[config.mk]
export PLATFORM = sky130hd
export DESIGN_NAME = irq_cond_array
export DESIGN_NICKNAME = d
export VERILOG_FILES = /design/src/rtl/irq_cond_pkg.sv /design/src/rtl/irq_cond_edge.sv /design/src/rtl/irq_cond_chan.sv /design/src/rtl/irq_cond_array.sv
export SDC_FILE = /design/constraint.sdc
export NUM_CORES = 1
export LEC_CHECK = 0
export ABC_AREA = 1
export BUFFER_PORTS_ARGS = -buffer_cell sky130_fd_sc_hd__buf_2
export CORE_MARGIN = 2
export CORE_UTILIZATION = 45
export CTS_BUF_LIST = sky130_fd_sc_hd__clkbuf_8
export CTS_CLUSTER_SIZE = 25
export DETAILED_ROUTE_END_ITERATION = 12
export PLACE_DENSITY_LB_ADDON = 0.3
export SKIP_CTS_REPAIR_TIMING = 1
export SKIP_LAST_GASP = 1
export SLEW_MARGIN = 10
export SYNTH_ARGS = -nofsm -noshare
export SYNTH_HDL_FRONTEND = slang
export SYNTH_SLANG_ARGS = --single-unit
[constraint.sdc]
create_clock -name clk -period 0.84 [get_ports clk]
set_input_delay 0.042 -clock clk [delete_from_list [all_inputs] [get_ports clk]]
set_output_delay 0.042 -clock clk [all_outputs]
set_load 0.02 [all_outputs]
[src/rtl/irq_cond_pkg.sv]
// Shared definitions for the interrupt source conditioner.
package irq_cond_pkg;
    // Sensitivity encoding; the low bit selects polarity or direction, the high bit selects edge.
    typedef enum logic [1:0] {
        SENS_LOW  = 2'b00,
        SENS_HIGH = 2'b01,
        SENS_FALL = 2'b10,
        SENS_RISE = 2'b11
    } sens_mode_e;

    localparam sens_mode_e SENS_DEFAULT = SENS_HIGH;
endpackage

[src/rtl/irq_cond_edge.sv]
// Edge detector for one channel.
// Keeps the previous line value and the previously applied mode. Reports a
// detected edge in the direction chosen by the mode. Reports a mode change,
// during which detection is suppressed.
// Assumes raw is synchronous to clk.
module irq_cond_edge
    import irq_cond_pkg::*;
(
    input  logic       clk,
    input  logic       rst_n,
    input  logic       raw,
    input  sens_mode_e mode,
    output logic       edge_hit,
    output logic       mode_chg
);
    logic       prev_q;
    sens_mode_e mode_q;

    // Track the line and the mode as seen at the last clock edge.
    always_ff @(posedge clk) begin
        if (!rst_n) begin
            prev_q <= 1'b0;
            mode_q <= SENS_DEFAULT;
        end else begin
            prev_q <= raw;
            mode_q <= mode;
        end
    end

    // Decide whether this cycle carries a qualifying edge.
    always_comb begin
        mode_chg = (mode != mode_q);
        unique case (mode)
            SENS_RISE: edge_hit = raw & ~prev_q;
            SENS_FALL: edge_hit = ~raw & prev_q;
            default:   edge_hit = 1'b0;
        endcase
        if (mode_chg) edge_hit = 1'b0;
    end

    AST_NO_EDGE_IN_LEVEL: assert property (@(posedge clk) disable iff (!rst_n)
        (mode == SENS_LOW || mode == SENS_HIGH) |-> !edge_hit);
endmodule

[src/rtl/irq_cond_chan.sv]
// One conditioned channel.
// In level modes the request follows the line with the chosen polarity. In
// edge modes a held flag is set by a detected edge and dropped by the
// acknowledge clear. A new edge wins over a simultaneous clear, and a mode
// change empties the flag.
module irq_cond_chan
    import irq_cond_pkg::*;
(
    input  logic       clk,
    input  logic       rst_n,
    input  logic       raw,
    input  sens_mode_e mode,
    input  logic       clr,
    output logic       pending
);
    logic edge_hit;
    logic mode_chg;
    logic flag_q;
    logic is_edge_mode;

    irq_cond_edge u_edge (
        .clk      (clk),
        .rst_n    (rst_n),
        .raw      (raw),
        .mode     (mode),
        .edge_hit (edge_hit),
        .mode_chg (mode_chg)
    );

    assign is_edge_mode = (mode == SENS_FALL) || (mode == SENS_RISE);

    // Held flag: the edge has priority over the clear; a mode change or level mode empties it.
    always_ff @(posedge clk) begin
        if (!rst_n) begin
            flag_q <= 1'b0;
        end else if (mode_chg || !is_edge_mode) begin
            flag_q <= 1'b0;
        end else if (edge_hit) begin
            flag_q <= 1'b1;
        end else if (clr) begin
            flag_q <= 1'b0;
        end
    end

    // Select the request seen by the prioritizer.
    always_comb begin
        unique case (mode)
            SENS_LOW:  pending = ~raw;
            SENS_HIGH: pending = raw;
            default:   pending = flag_q;
        endcase
    end

    AST_EDGE_SETS: assert property (@(posedge clk) disable iff (!rst_n)
        edge_hit |=> flag_q);
    AST_FLAG_HOLDS: assert property (@(posedge clk) disable iff (!rst_n)
        (is_edge_mode && !mode_chg && flag_q && !clr) |=> flag_q);
    AST_CLR_DROPS: assert property (@(posedge clk) disable iff (!rst_n)
        (is_edge_mode && !mode_chg && clr && !edge_hit) |=> !flag_q);
    AST_MODE_SWITCH: assert property (@(posedge clk) disable iff (!rst_n)
        mode_chg |=> !flag_q);
endmodule

[src/rtl/irq_cond_array.sv]
// Array of per-channel interrupt source conditioners.
// Each channel turns its raw line into a pending request according to its
// 2-bit sensitivity setting and accepts an acknowledge clear. The raw lines
// are mirrored on a status output. Inputs are assumed synchronous to clk.
module irq_cond_array
    import irq_cond_pkg::*;
#(
    parameter int NCH = 8
) (
    input  logic             clk,
    input  logic             rst_n,
    input  logic [NCH-1:0]   raw_in,
    input  logic [2*NCH-1:0] mode_cfg,
    input  logic [NCH-1:0]   ack_clr,
    output logic [NCH-1:0]   pend_out,
    output logic [NCH-1:0]   raw_stat
);
    localparam int MODE_W = 2;

    // Raw status is a plain view of the incoming lines.
    assign raw_stat = raw_in;

    // One conditioner per channel.
    for (genvar i = 0; i < NCH; i++) begin : g_ch
        irq_cond_chan u_chan (
            .clk     (clk),
            .rst_n   (rst_n),
            .raw     (raw_in[i]),
            .mode    (sens_mode_e'(mode_cfg[MODE_W*i +: MODE_W])),
            .clr     (ack_clr[i]),
            .pending (pend_out[i])
        );
    end

    AST_STAT_MIRROR: assert property (@(posedge clk) disable iff (!rst_n)
        raw_stat == raw_in);
endmodule

==> flow_summary_export.csv <==
group,metric,value,unit
clocking,clock_insertion_delay_at_the_later_pin_of_the_skew_report,0.27,ns
finish,n_antenna_cell,0,
clocking,clk_sinks,32,
route,routed_wirelength,2630,µm
finish,final-seq-area,651,µm²
sta,finalSetupViolations,8,
route,avgRoutedWirePerCell,7.66,µm
worst_setup_path,timing.setup.critical_path_class,"reg -> out",
worst_setup_path,critPathMaxStageDelay,0.32,ns
job,cap_violations,0,
sta,report.final.hold_viol_count,2,
clocking,clk_transition_reported_paths,0.06,ns
global_route,grt_antenna_before_repair,0,
placed_design,dp.final_hpwl,1990,µm
clocking,tritoncts_clock_tree,"built",
global_route,groute.usage.overall,0.142,
sta,final_period_minus_worst_setup_slack,0.987,ns
worst_setup_path,worstPathRequired,0.80,ns
placed_design,finalWeightedCongestion,0.770,
power_and_ir_drop,p_leak,1.20,nW
global_route,via_count_of_the_first_global_routing_pass,1223,
floorplanning,floorplan.rows,21,
worst_setup_path,crit_path_start_kind,"register",
sta,worst-slew-pin-transition,0.164,ns
finish,fill_cells,364,
floorplanning,pin_count,50,
finish,finish.instance_area,1970,µm²
synth,postSynthNetCount,289,
worst_hold_path,timing.hold.worst.class,"in -> reg",
route,drt_first_iter_violations,21,
synth,ys_seq_elements,32,
worst_hold_path,hp-start,"raw_in[3]",
worst_setup_path,critical_path.startpoint,"g_ch[5].u_chan.flag_q",
floorplanning,start_util,0.476,
sta,maxSlewHeadroom,0.891,
route,vias,1453,
synth,syn_area_per_cell,6.38,µm²
sta,report.final.slew_viol_count,0,
synth,synth_area,1630,µm²
floorplanning,die_y,64.1,µm
sta,grt_setup_unrepaired,"true",
synth,yosys_warnings,0,
worst_setup_path,timing.critical_path.fanout_max,2,
sta,fmax,1010,MHz
floorplanning,dieArea,4110,µm²
finish,synthToLayoutAreaGrowth,20.8,%
worst_setup_path,critical-path-slowest-cell,"dfxtp_2",
run_status,run_status,"finished, violations left",
sta,skew,0.00370,ns
route,route.detailed.vias_per_inst,4.24,
finish,multi_input_comb_area,592,µm²
placed_design,dp.cells,333,
finish,drive_above_1_share,0.269,
route,remaining_design_rule_violation_count,0,
route,antenna_violating_nets_post_route,0,
sta,setup_slack,-0.147,ns
synth,synth.lib_cells_used.distinct,13,
global_route,grt_pass1_wl,4600,µm
worst_setup_path,critPathCaptureType,"output pin",
synth,syn-instance-count,255,
power_and_ir_drop,cellPowerDensity,1670,nW/µm²
global_route,gr-total-overflow,0,
clocking,htree_levels,2,
sta,final.period_utilization,1.17,
synth,register_area_share_after_synthesis,0.394,
clocking,clk_root_buffer_cell,"clkbuf_8",
run_status,violations,"hold timing, setup timing",
floorplanning,dieWidth,64.1,µm
worst_setup_path,worst_path_cell_chain,"inv_1, a22oi_2, buf_4",
route,first_pass_iters,4,
worst_setup_path,crit-reg2reg-launch,"g_ch[5].u_chan.flag_q",
sta,hold_ws,-0.0148,ns
finish,finalNetCount,330,
floorplanning,placeableCoreArea,3420,µm²
clocking,tritoncts.num_buffers,5,
placed_design,io_buffer_count,49,
power_and_ir_drop,irDropWorstVdd,0.939,mV
worst_setup_path,critical_path_arrival,0.94,ns
clocking,cts_max_path_buffers,2,
placed_design,dpl_cell_area,1810,µm²
finish,final_cell_count_no_fill,343,
global_route,grt_max_degree,25,
-- layer usage --
layer	share of wire	GRT usage
met1	0.45	0.169
met2	0.47	0.236
met3	0.068	0.0440
met4	0.015	0.0638
met5	0	0
-- critical path: cells and delay by family, from the launching register on --
family,cells,cell delay (ns)
flip-flops,1,0.32
buffers and inverters,2,0.20
AO/OA/AOI/OAI,1,0.15
-- cells in the mapped netlist --
cell / number / share of area
a21oi_1: 5 / 0.015
a21oi_2: 3 / 0.016
a22oi_1: 3 / 0.014
buf_4: 17 / 0.078
buf_6: 1 / 0.0069
dfxtp_1: 32 / 0.39
inv_1: 72 / 0.17
nand2_1: 82 / 0.19
nand2_2: 3 / 0.012
nand3_1: 19 / 0.058
nor2_1: 10 / 0.023
nor2_2: 3 / 0.012
o21ai_0: 5 / 0.015
-- layout make-up --
cell class | count | area share
Clock buffer | 6 | 0.0420
Clock inverter | 2 | 0.00509
Inverter | 72 | 0.137
Multi-Input combinational cell | 133 | 0.301
Sequential cell | 32 | 0.331
Tap cell | 46 | 0.0293
Timing Repair Buffer | 52 | 0.154
-- flip-flops by register name, indices dropped and copies added, names as in the netlist --
signal	flops
g_ch.u_chan.u_edge.mode_q	16
g_ch.u_chan.u_edge.prev_q	8
g_ch.u_chan.flag_q	8
-- layout by cell type (no fill, tap or decap), drive strengths merged --
| cell type | netlist | layout |
|---|---|---|
| a22oi | 3 | 3 |
| a21oi | 8 | 8 |
| o21ai | 5 | 5 |
| dfxtp | 32 | 32 |
| clkinv | 0 | 2 |
| nor2 | 13 | 13 |
| dlygate4sd3 | 0 | 1 |
| nand2 | 85 | 85 |
| buf | 18 | 51 |
| inv | 72 | 72 |
| nand3 | 19 | 19 |
| clkbuf | 0 | 6 |
-- kinds of logic (layout without fill, tap and decap cells) --
group / count (synthesis) / after routing / share of synthesized area
AO/OA/AOI/OAI: 16 / 16 / 0.0608
buffers and inverters: 90 / 132 / 0.252
flip-flops: 32 / 32 / 0.394
AND/OR/NAND/NOR: 117 / 117 / 0.294
-- through the flow --
stage               worst slack [ns]   util  setup TNS (ns)  total power, W  hold slack (ns)
finish                        -0.147  0.575          -0.706         0.00328          -0.0148
global route                  -0.212  0.575           -1.17         0.00349          0.00401
CTS                           -0.237  0.557           -1.16         0.00330          -0.0205
detailed placement            0.0675  0.530               0         0.00212            0.268
global placement              0.0914  0.530               0         0.00211            0.261
floorplan                      0.155      -               0         0.00199            0.135
-- final timing paths --
kind,slack (ns),cells past startpoint,endpoint
max,-0.15,3,pend_out[5]
min,-0.01,3,g_ch[3].u_chan.u_edge.prev_q
max reg2reg,0.08,5,g_ch[5].u_chan.flag_q
min reg2reg,0.46,2,g_ch[2].u_chan.flag_q
-- power by group --
group	switching [W]	internal (W)	total, W
Clock	0.000512	0.000652	0.00116
Combinational	0.000295	0.000212	0.000507
Sequential	0.0000249	0.00158	0.00161
Total	0.000831	0.00245	0.00328
(Power assumes the default switching activity.)
